### config.mk
export PLATFORM = sky130hd
export DESIGN_NAME = opstk_ctrl
export DESIGN_NICKNAME = d
export VERILOG_FILES = /design/src/rtl/opstk_pkg.sv /design/src/rtl/opstk_csr_codec.sv /design/src/rtl/opstk_next.sv /design/src/rtl/opstk_ctrl.sv
export SDC_FILE = /design/constraint.sdc
export NUM_CORES = 1
export LEC_CHECK = 0
export ABC_AREA = 1
export BUFFER_PORTS_ARGS = -buffer_cell sky130_fd_sc_hd__buf_2
export CORE_ASPECT_RATIO = 1.5
export CORE_MARGIN = 5
export CORE_UTILIZATION = 55
export CTS_BUF_LIST = sky130_fd_sc_hd__clkbuf_4 sky130_fd_sc_hd__clkbuf_8
export DETAILED_ROUTE_END_ITERATION = 10
export GPL_TIMING_DRIVEN = 0
export PLACE_DENSITY = 0.83
export SLEW_MARGIN = 40
export SYNTH_ARGS = -nofsm -noshare
export SYNTH_HDL_FRONTEND = slang
export SYNTH_SLANG_ARGS = --single-unit
### constraint.sdc
create_clock -name clk -period 8.5 [get_ports clk]
set_clock_uncertainty 0.15 [all_clocks]
set_input_delay 0.425 -clock clk [delete_from_list [all_inputs] [get_ports clk]]
set_output_delay 0.425 -clock clk [all_outputs]
set_load 0.1 [all_outputs]
### src/rtl/opstk_pkg.sv
package opstk_pkg;
    localparam int NUM_ENTRIES = 4;
    localparam int PAGE_W      = 3;
    localparam int LEN_W       = 4;
    localparam int DEPTH_W     = 3;
    localparam int CSR_W       = 32;

    localparam int ENTRY_W   = PAGE_W + LEN_W;
    localparam int IDX_W     = $clog2(NUM_ENTRIES);
    localparam int DEPTH_LSB = NUM_ENTRIES * ENTRY_W;
    localparam int IMG_W     = DEPTH_LSB + DEPTH_W;

    localparam logic [LEN_W-1:0]   LEN_PERM  = '1;
    localparam logic [DEPTH_W-1:0] DEPTH_MAX = DEPTH_W'(NUM_ENTRIES);

    typedef struct packed {
        logic [LEN_W-1:0]  len;
        logic [PAGE_W-1:0] page;
    } entry_t;

    typedef struct packed {
        logic [DEPTH_W-1:0]               depth;
        entry_t [NUM_ENTRIES-1:0]         ent;
    } stack_t;

    typedef enum logic [2:0] {
        EV_NONE,
        EV_CSR,
        EV_CLEAR,
        EV_BRANCH,
        EV_SELECT,
        EV_POP,
        EV_RETIRE
    } event_e;

    // Fixed arbitration between simultaneous events.
    function automatic event_e pick_event(input logic we, input logic clr,
                                          input logic br, input logic sel,
                                          input logic pop, input logic ret);
        if (we)       return EV_CSR;
        else if (clr) return EV_CLEAR;
        else if (br)  return EV_BRANCH;
        else if (sel) return EV_SELECT;
        else if (pop) return EV_POP;
        else if (ret) return EV_RETIRE;
        else          return EV_NONE;
    endfunction

    function automatic logic [IDX_W-1:0] top_index(input logic [DEPTH_W-1:0] d);
        logic [DEPTH_W-1:0] t;
        t = d - 1'b1;
        return t[IDX_W-1:0];
    endfunction
endpackage

### src/rtl/opstk_csr_codec.sv
module opstk_csr_codec
    import opstk_pkg::*;
(
    input  stack_t            cur,
    input  logic [CSR_W-1:0]  wdata,
    output logic [CSR_W-1:0]  rdata,
    output stack_t            wr_state
);
    entry_t [NUM_ENTRIES-1:0] wr_ent;
    logic   [DEPTH_W-1:0]     wr_depth_raw;
    logic   [DEPTH_W-1:0]     wr_depth;

    for (genvar i = 0; i < NUM_ENTRIES; i++) begin : g_slot
        assign rdata[i*ENTRY_W +: ENTRY_W] = cur.ent[i];
        assign wr_ent[i]                   = wdata[i*ENTRY_W +: ENTRY_W];
    end

    assign rdata[DEPTH_LSB +: DEPTH_W] = cur.depth;
    assign rdata[CSR_W-1:IMG_W]        = '0;

    assign wr_depth_raw = wdata[DEPTH_LSB +: DEPTH_W];
    assign wr_depth     = (wr_depth_raw > DEPTH_MAX) ? DEPTH_MAX : wr_depth_raw;
    assign wr_state     = {wr_depth, wr_ent};
endmodule

### src/rtl/opstk_next.sv
module opstk_next
    import opstk_pkg::*;
(
    input  stack_t  cur,
    input  event_e  ev,
    input  entry_t  sel_ent,
    input  stack_t  csr_state,
    output stack_t  nxt
);
    logic [IDX_W-1:0] top;
    logic             empty;
    logic             full;
    logic             top_finite;

    always_comb begin
        top        = top_index(cur.depth);
        empty      = (cur.depth == '0);
        full       = (cur.depth == DEPTH_MAX);
        top_finite = !empty && (cur.ent[top].len != LEN_PERM);
        nxt        = cur;
        unique case (ev)
            EV_CSR:   nxt = csr_state;
            EV_CLEAR: nxt = '0;
            EV_BRANCH: begin
                if (top_finite) nxt = '0;
            end
            EV_SELECT: begin
                if (sel_ent.len != '0) begin
                    if (full) begin
                        nxt.ent[NUM_ENTRIES-1] = sel_ent;
                    end else begin
                        nxt.ent[cur.depth[IDX_W-1:0]] = sel_ent;
                        nxt.depth = cur.depth + 1'b1;
                    end
                end
            end
            EV_POP: begin
                if (!empty) begin
                    nxt.ent[top] = '0;
                    nxt.depth    = cur.depth - 1'b1;
                end
            end
            EV_RETIRE: begin
                if (top_finite) begin
                    if (cur.ent[top].len <= LEN_W'(1)) begin
                        nxt.ent[top] = '0;
                        nxt.depth    = cur.depth - 1'b1;
                    end else begin
                        nxt.ent[top].len = cur.ent[top].len - 1'b1;
                    end
                end
            end
            default: nxt = cur;
        endcase
    end
endmodule

### src/rtl/opstk_ctrl.sv
module opstk_ctrl
    import opstk_pkg::*;
(
    input  logic                 clk,
    input  logic                 rst,
    input  logic                 sel_valid,
    input  logic [PAGE_W-1:0]    sel_page,
    input  logic [LEN_W-1:0]     sel_len,
    input  logic                 pop_valid,
    input  logic                 clear_valid,
    input  logic                 branch_taken,
    input  logic                 retire_valid,
    input  logic                 csr_we,
    input  logic [CSR_W-1:0]     csr_wdata,
    output logic [CSR_W-1:0]     csr_rdata,
    output logic [PAGE_W-1:0]    active_page,
    output logic                 base_mode
);
    localparam logic [CSR_W-1:0] IMG_MASK = CSR_W'((64'd1 << IMG_W) - 64'd1);

    stack_t state_q;
    stack_t state_d;
    stack_t csr_state;
    event_e ev;
    entry_t sel_ent;
    entry_t top_ent;

    assign ev      = pick_event(csr_we, clear_valid, branch_taken,
                                sel_valid, pop_valid, retire_valid);
    assign sel_ent = '{len: sel_len, page: sel_page};

    opstk_csr_codec u_codec (
        .cur      (state_q),
        .wdata    (csr_wdata),
        .rdata    (csr_rdata),
        .wr_state (csr_state)
    );

    opstk_next u_next (
        .cur       (state_q),
        .ev        (ev),
        .sel_ent   (sel_ent),
        .csr_state (csr_state),
        .nxt       (state_d)
    );

    always_ff @(posedge clk) begin
        if (rst) state_q <= '0;
        else     state_q <= state_d;
    end

    assign top_ent     = state_q.ent[top_index(state_q.depth)];
    assign base_mode   = (state_q.depth == '0);
    assign active_page = base_mode ? '0 : top_ent.page;

    // Stack never grows beyond its capacity.
    assert_depth_bound_R4: assert property (@(posedge clk) disable iff (rst)
        csr_rdata[DEPTH_LSB +: DEPTH_W] <= DEPTH_MAX);

    // Base flag agrees with the depth field of the image.
    assert_base_flag_R2: assert property (@(posedge clk) disable iff (rst)
        base_mode == (csr_rdata[DEPTH_LSB +: DEPTH_W] == '0));

    // Clear event empties the stack.
    assert_clear_empties_R8: assert property (@(posedge clk) disable iff (rst)
        (ev == EV_CLEAR) |=> (base_mode && csr_rdata == '0));

    // Pop on an empty stack changes nothing.
    assert_pop_empty_R7: assert property (@(posedge clk) disable iff (rst)
        (ev == EV_POP && base_mode) |=> $stable(csr_rdata));

    // Permanent top ignores retires.
    assert_perm_hold_R6: assert property (@(posedge clk) disable iff (rst)
        (ev == EV_RETIRE && !base_mode && top_ent.len == LEN_PERM) |=> $stable(csr_rdata));

    // Branch over a finite top returns to default.
    assert_branch_clear_R9: assert property (@(posedge clk) disable iff (rst)
        (ev == EV_BRANCH && !base_mode && top_ent.len != LEN_PERM) |=> base_mode);

    // In-range write is read back one cycle later, top bit dropped.
    assert_csr_load_R11: assert property (@(posedge clk) disable iff (rst)
        (csr_we && csr_wdata[DEPTH_LSB +: DEPTH_W] <= DEPTH_MAX)
        |=> (csr_rdata == ($past(csr_wdata) & IMG_MASK)));

    // Out-of-range depth is saturated.
    assert_csr_clamp_R11: assert property (@(posedge clk) disable iff (rst)
        (csr_we && csr_wdata[DEPTH_LSB +: DEPTH_W] > DEPTH_MAX)
        |=> (csr_rdata[DEPTH_LSB +: DEPTH_W] == DEPTH_MAX));
endmodule

==> key figures, run 1 <==
Clocking
  • Clk_lat worst skew: between 0.2 and 0.3 ns
  • Total CTS buffers: 5
  • CTS tree: yes
  • # hold bufs at CTS: 0
  • Clock Tree Buf Depth: 2
  • CTS sink cnt: 31
  • PostCTS Resize Cnt: 0
  • Htree depth: 2
  • Number of setup buffers added after CTS: 0
  • CTS root buf: clkbuf_8
  • Clk slew on worst S/H paths: 0.08 ns

Final layout
  • Final Non-Filler Cells: slightly below 700
  • Max reg flops: 31
  • Layout Area Growth over Synthesis: 19.14%
  • Commonest non-fill, non-tap cell in the layout: nand2_1
  • Layout cells sized above 1: between 20% and 30%
  • Most frequent cells in the layout: 198 x nand2_1, 86 x buf_2, 44 x nand3_1
  • Largest register by flop count: state_q
  • Nets: between 600 and 700
  • Largest regs: state_q: 31 flops
  • Antenna diode count: 0

GRT
  • Initial antenna violation count: 0
  • Largest net degree at the start of global routing: 14
  • GRT overflow: 0
  • Global Route Usage Sum: between 30 and 40%
  • Global-route wire length before repair: between 15 and 20 mm
  • Number of global-route vias before repair: about 3900

Floorplanning
  • Chip Width: between 70 and 80 um
  • IO Count: a little over 80
  • Die area: approximately 0.0071 mm^2
  • Core area: about 0.0054 mm^2
  • Row count: 33
  • Initial Util: 55.73%
  • Die height: slightly above 100 um

Logic synthesis
  • Cell count after synthesis: ~530
  • Synth warn: 0
  • Synth Cell Area: approximately 0.003 mm^2
  • Asr flop ratio synth: 0%
  • Yosys reg bits: 31
  • Register area share after synthesis: 20.59%
  • Netlist cell types: 34
  • Ys flop type: dfxtp_1
  • Syn_area_per_cell: between 5 and 6 um^2
  • Number of flops mapped to enable cells by yosys: 0
  • Mapped Nets: roughly 600

STA
  • Count of final hold-check violations: 0
  • RSZ-0062 raised after global routing: no
  • Minimum clock period: between 3 and 4 ns
  • Least-Margin Pin Slew: 0.6914 ns
  • Setup tns final: 0 ns
  • Tcrit/Tclk final: between 40% and 50%
  • Fmax: 269.3 MHz
  • Final Max Tran Viols: 0
  • Finish-stage setup viols: 0
  • Slew HR: a little over half

Setup path
  • Critical Path End Type: flop
  • Crit Path Class: reg2reg
  • CP cell instances: buf_4 -> inv_4 -> buf_2 -> ha_1 -> inv_1 -> nand3_1 -> nand2_1 -> inv_1 -> ha_1 -> or2_2 -> nand3_4 -> nand2_4 -> nor2_1 -> nand2_1 -> nand4_1 -> nor2_1 -> nor2_1
  • Critical path fanouts, max: 13
  • Crit path max-delay cell type: dfxtp_1
  • CP most frequent cell: nor2_1
  • Startpoint class of the critical path: flop
  • CP required: 8.58 ns
  • Crit path largest cell delay: between 0.4 and 0.5 ns
  • Arrival @ worst endpoint: 3.79 ns

Min path
  • Min-delay worst type: in2reg

Pwr
  • Leak: ~1.9 nW
  • Power per cell area: 189.8 mW/mm^2
  • Pwr Total: 681.6 uW
  • Worst IR Drop VDD: between 150 and 200 uV

Placement
  • Gpl congestion: 1.000
  • HPWL after DPL: 8.878 mm
  • Port Buffers: 80
  • # placed instances: 676

Routing
  • WL final: around 12 mm
  • Post-route ant nets: 0
  • Avg Vias per Cell: between 5 and 6
  • Routed vias: 3960
  • DR WL/cell: 16.84 um
  • DRT iter0 DRCs: slightly below 300
  • First-pass DRT Iterations: 5
  • DRC Markers: 0

Run
  • Number of max-cap violations: 0

Run status
  • Status: finished, final reports clean
[cell type report]
class                   instances  area, um^2
well taps                      70       87.58
plain buffers                  19       112.6
fillers                       567        1818
inverters                      48       186.4
flip-flops and latches         31       620.6
multi-input cells             428        2095
clock buffers                   6       76.32
repair buffers                 80       400.4
clock inverters                 2       12.51
[cells by family (layout without fill, tap and decap cells)]
family | after synthesis | after routing | share of synthesized area [%]
adders and majority gates | 11 | 11 | 4.566
xor gates and xnor gates | 2 | 2 | 0.5813
other | 1 | 1 | 0.1244
buffers and inverters | 67 | 155 | 9.921
AOI/OAI and AO/OA | 84 | 84 | 15.48
and+or+nand+nor | 330 | 330 | 48.73
DFF | 31 | 31 | 20.59
[per-layer routing]
| layer | vias to the layer above | track usage [%] | part of all wire (%) |
|---|---|---|---|
| met5 | - | 0 | 0 |
| met3 | 52 | 4.890 | 6.9 |
| met1 | 1816 | 34.62 | 38 |
| li1 | 1890 | - | - |
| met2 | 202 | 58.73 | 50 |
| met4 | 0 | 19.47 | 5.3 |
[through the flow]
stage	hold slack, ns	utilization [%]	setup slack, ns	area (um^2)
2_1_floorplan	0.3441	-	4.129	3014
3_3_place_gp	0.3297	64.75	4.929	3502
3_5_place_dp	0.3385	64.75	4.900	3502
4_1_cts	0.1755	66.39	4.868	3591
5_1_grt	0.1699	66.39	4.618	3591
6_report	0.1830	66.39	4.787	3591
[synthesized netlist by cell type (all sizes together), types with 2 or more instances]
master / n / area (um^2)
a21oi: 38 / 205.2
a22oi: 2 / 15.01
buf: 12 / 86.33
clkbuf: 7 / 26.28
clkinv: 2 / 8.750
dfxtp: 31 / 620.6
ha: 11 / 137.6
inv: 46 / 177.7
nand2: 205 / 792.0
nand3: 46 / 255.2
nand4: 28 / 175.2
nor2: 45 / 207.7
o211ai: 6 / 45.04
o21ai: 37 / 192.7
or2: 5 / 31.28
xnor2: 2 / 17.52
[power by group]
| part | internal, mW | total (mW) | switching (mW) |
|---|---|---|---|
| Clock | 0.0605 | 0.124 | 0.0639 |
| Sequential | 0.157 | 0.176 | 0.0193 |
| Combinational | 0.0861 | 0.381 | 0.295 |
[critical path: cells and delay by family, from the launching register on]
family	cells	cell delay (ns)
simple gates	10	1.64
buf+inv	5	0.88
fa+ha+maj	2	0.51
flops	1	0.46
[path summary, 6_finish.rpt]
kind,startpoint,to,slack (ns),cells after the start
max,state_q[28]$_SDFFE_PP0P_,state_q[26]$_SDFFE_PP0P_,4.79,17
min,rst,state_q[10]$_SDFFE_PP0P_,0.18,2
max reg2reg,state_q[28]$_SDFFE_PP0P_,state_q[26]$_SDFFE_PP0P_,4.79,17
min reg2reg,state_q[8]$_SDFFE_PP0P_,state_q[8]$_SDFFE_PP0P_,0.35,2
No activity file was read; power rests on OpenSTA's default activity.
==> run 2: changes to the inputs <==
--- a/config.mk
+++ b/config.mk
@@ -5,15 +5,15 @@
 export SDC_FILE = /design/constraint.sdc
 export NUM_CORES = 1
 export LEC_CHECK = 0
-export ABC_AREA = 1
+export ABC_AREA = 0
 export BUFFER_PORTS_ARGS = -buffer_cell sky130_fd_sc_hd__buf_2
 export CORE_ASPECT_RATIO = 1.5
 export CORE_MARGIN = 5
-export CORE_UTILIZATION = 55
+export CORE_UTILIZATION = 47
 export CTS_BUF_LIST = sky130_fd_sc_hd__clkbuf_4 sky130_fd_sc_hd__clkbuf_8
 export DETAILED_ROUTE_END_ITERATION = 10
 export GPL_TIMING_DRIVEN = 0
-export PLACE_DENSITY = 0.83
+export PLACE_DENSITY = 0.78
 export SLEW_MARGIN = 40
 export SYNTH_ARGS = -nofsm -noshare
 export SYNTH_HDL_FRONTEND = slang
==> constraint.sdc (replaced) <==
create_clock -name clk -period 3.4 [get_ports clk]
set_clock_uncertainty 0.15 [all_clocks]
set_input_delay 0.17 -clock clk [delete_from_list [all_inputs] [get_ports clk]]
set_output_delay 0.17 -clock clk [all_outputs]
set_load 0.1 [all_outputs]
==> run 2 against run 1 <==
Compared with the run above:
- maximum frequency is 14% higher
- sequential power is 140% higher
- global-route usage is 5.1 points lower
- largest cell class unchanged
==> key figures, run 2 <==
Setup path
  • Worst Setup SP: state_q[28]$_SDFFE_PP0P_
  • Origin of the critical flop-to-flop path: state_q[28]$_SDFFE_PP0P_
  • CP required: 3.41 ns (-5.17 ns)
  • Arrival @ worst endpoint: 3.26 ns (-0.53 ns)
  • Crit Path Class: reg2reg
  • Worst R2R Path Depth: 13 (-4)
  • Critical Path End Type: flop
  • Startpoint class of the critical path: flop
  • Critical path fanouts, max: 10 (-3)

STA
  • Hold WS: 0.03262 ns (-0.1504 ns)
  • Slew HR: 51.29% (-2.6 points)
  • Finish-stage setup viols: 0 (unchanged)
  • Setup tns final: 0 ns (unchanged)
  • Final Max Tran Viols: 0 (unchanged)
  • Least-Margin Pin Slew: 0.7284 ns (+0.03697 ns)
  • Count of final hold-check violations: 0 (unchanged)
  • Tcrit/Tclk final: 95.57% (+52 points)
  • Fmax: 307.8 MHz (+14%)
  • Minimum clock period: 3.249 ns (-0.4635 ns)

Placement
  • Dpl cell area: 0.002959 mm^2 (-16%)
  • HPWL after DPL: 6.900 mm (-22%)
  • Gpl congestion: 0.9472 (-5.3%)
  • Port Buffers: 80 (unchanged)
  • # placed instances: 445 (-34%)

Routing
  • DRT iter0 DRCs: 222 (-26%)
  • WL final: 9.643 mm (-16%)
  • Routed vias: 2923 (-26%)
  • Avg Vias per Cell: 6.286 (+8.6%)
  • DRC Markers: 0 (unchanged)
  • Post-route ant nets: 0 (unchanged)
  • DR WL/cell: 20.74 um (+23%)
  • First-pass DRT Iterations: 5 (unchanged)

Floorplanning
  • Die area: 0.006805 mm^2 (-4.0%)
  • Initial Util: 47.95% (-7.8 points)
  • IO Count: 83 (unchanged)
  • Core area: 0.005125 mm^2 (-5.3%)
  • Die height: 98.56 um (-2.1%)
  • Chip Width: 69.04 um (-2.0%)
  • Row count: 32 (-3.0%)

Final layout
  • Post-Layout Inst Area: 0.003242 mm^2 (-9.7%)
  • Most frequent cells in the layout: 80 x buf_2, 29 x dfxtp_1, 27 x a21oi_1
  • Nets: 454 (-32%)
  • Max reg flops: 31 (unchanged)
  • Antenna diode count: 0 (unchanged)
  • Commonest non-fill, non-tap cell in the layout: buf_2
  • Final Non-Filler Cells: 465 (-32%)
  • Layout cells sized above 1: 35.52% (+14 points)
  • Layout Area Growth over Synthesis: 31.92%
  • Fillers: 506 (-11%)
  • Largest register by flop count: state_q
  • Largest regs: state_q: 31 flops

Clocking
  • Clock Tree Buf Depth: 2 (unchanged)
  • CTS tree: yes
  • CTS root buf: clkbuf_8
  • Htree depth: 2 (unchanged)
  • Clk_lat worst skew: 0.30 ns (about the same)
  • CTS sink cnt: 31 (unchanged)
  • Total CTS buffers: 5 (unchanged)
  • Clk slew on worst S/H paths: 0.07 ns (about the same)

Logic synthesis
  • Yosys reg bits: 31 (unchanged)
  • Number of flops mapped to enable cells by yosys: 0 (unchanged)
  • Largest cells by area after synthesis: dfxtp_1 25%, ha_1 5.6%, a21oi_1 5.5%
  • Adder-cell share of the synthesized area: 5.601% (+1.0 points)
  • Asr flop ratio synth: 0% (unchanged)
  • Post-synthesis mux area share: 11.81% (+12 points)
  • Synth top area share: 25.25% (+0.60 points)
  • Count leader, synth: dfxtp_1
  • Netlist cell types: 60 (+76%)
  • Syn_area_per_cell: 8.274 um^2 (+44%)
  • Register area share after synthesis: 25.25% (+4.7 points)
  • Compound-Gate Fraction of Synth Area: 30.80% (+15 points)
  • Mapped Nets: 355 (-39%)
  • Synth warn: 0 (unchanged)
  • Biggest area consumer among synthesized cells: dfxtp_1
  • Cell count after synthesis: 297 (-44%)
  • Synth Cell Area: 0.002457 mm^2 (-18%)
  • Largest family of logic cells by synthesized area: compound AO/OA/AOI/OAI gates
  • XOR/XNOR Fraction of Synth Area: 0.7128% (+0.13 points)
  • Top cells by count, synth: 31 x dfxtp_1, 27 x a21oi_1, 26 x nor2_1
  • Ys flop type: dfxtp_1
  • Simple-gate share of the synthesized area: 19.70% (-29 points)

Min path
  • Min-delay worst type: in2reg
  • Min-Delay Startpoint: csr_wdata[0]
  • Worst Hold Depth: 3 (+1)

Pwr
  • Pwr Total: 1.431 mW (+110%)
  • Worst IR Drop VDD: 239.3 uV (+53%)
  • Leak: 1.392 nW (-25%)
  • Power per cell area: 441.3 mW/mm^2 (+130%)

GRT
  • Largest net degree at the start of global routing: 12 (-2)
  • Global Route Usage Sum: 27.17% (-5.1 points)
  • Global-route wire length before repair: 14.75 mm (-18%)
  • Initial antenna violation count: 0 (unchanged)
  • Number of global-route vias before repair: 3012 (-22%)
  • GRT overflow: 0 (unchanged)

Run status
  • Status: finished, final reports clean

Run
  • Number of max-cap violations: 0 (unchanged)
-- run 2: final timing paths --
kind	to	slack, ns
setup / recovery	state_q[0]$_SDFFE_PP0P_	0.15
setup reg to reg	state_q[0]$_SDFFE_PP0P_	0.15
hold reg to reg	state_q[24]$_SDFFE_PP0P_	0.34
hold / removal	state_q[0]$_SDFFE_PP0P_	0.03
-- run 2: final cells by class --
type	instances	area, um^2	area share, %
sequential	31	628.1	19.37
inverter	5	22.52	0.6947
timing repair buffer	92	490.5	15.13
tap	68	85.08	2.624
clock buffer	5	68.82	2.123
multi-input combinational	238	1777	54.80
clock inverter	3	18.77	0.5789
buffer	23	151.4	4.670
-- run 2: stage by stage --
step | setup WS (ns) | util [%]
3_5_place_dp | -0.3471 | 57.74
3_3_place_gp | -0.2886 | 57.74
2_1_floorplan | -0.01368 | -
5_1_grt | -0.01297 | 63.26
6_report | 0.1507 | 63.26
4_1_cts | 0.0001046 | 61.57
-- run 2: metal layers --
| metal | up-vias | global-route usage [%] | part of all wire (%) |
|---|---|---|---|
| li1 | 1325 | - | - |
| met4 | 0 | 21.35 | 6.9 |
| met5 | - | 0 | 0 |
| met2 | 196 | 46.03 | 48 |
| met3 | 56 | 5.204 | 8.3 |
| met1 | 1346 | 29.30 | 37 |
-- run 2: critical path, stage by stage, from the launching register on --
cell	delay [ns]
dfxtp_4	0.37
buf_12	0.15
clkinvlp_4	0.12
ha_4	0.29
buf_6	0.14
mux4_2	0.35
inv_1	0.11
ha_2	0.25
o21bai_2	0.10
o22ai_2	0.19
a21oi_4	0.12
or2_2	0.35
a221oi_1	0.31
o41ai_1	0.12
-- run 2: cell families after synthesis --
logic type / Yosys count
adders and majority gates: 11
muxes: 21
xor gates and xnor gates: 2
DFF: 31
buffers and inverters: 28
AOI/OAI and AO/OA: 110
other: 1
and+or+nand+nor: 93
-- run 2: where the power goes --
| group | total, mW | switching, mW | internal [mW] |
|---|---|---|---|
| combinational | 0.707 | 0.495 | 0.212 |
| sequential | 0.420 | 0.0292 | 0.391 |
| clock | 0.304 | 0.161 | 0.143 |
| total | 1.43 | 0.685 | 0.745 |
-- run 2: repair_timing --
action                                  4_1_cts  5_1_grt
hold buffers                                  0        0
endpoints found under the setup margin       31       31
setup buffers                                 6        6
pin swaps                                     3        2
resized for setup                            14       10
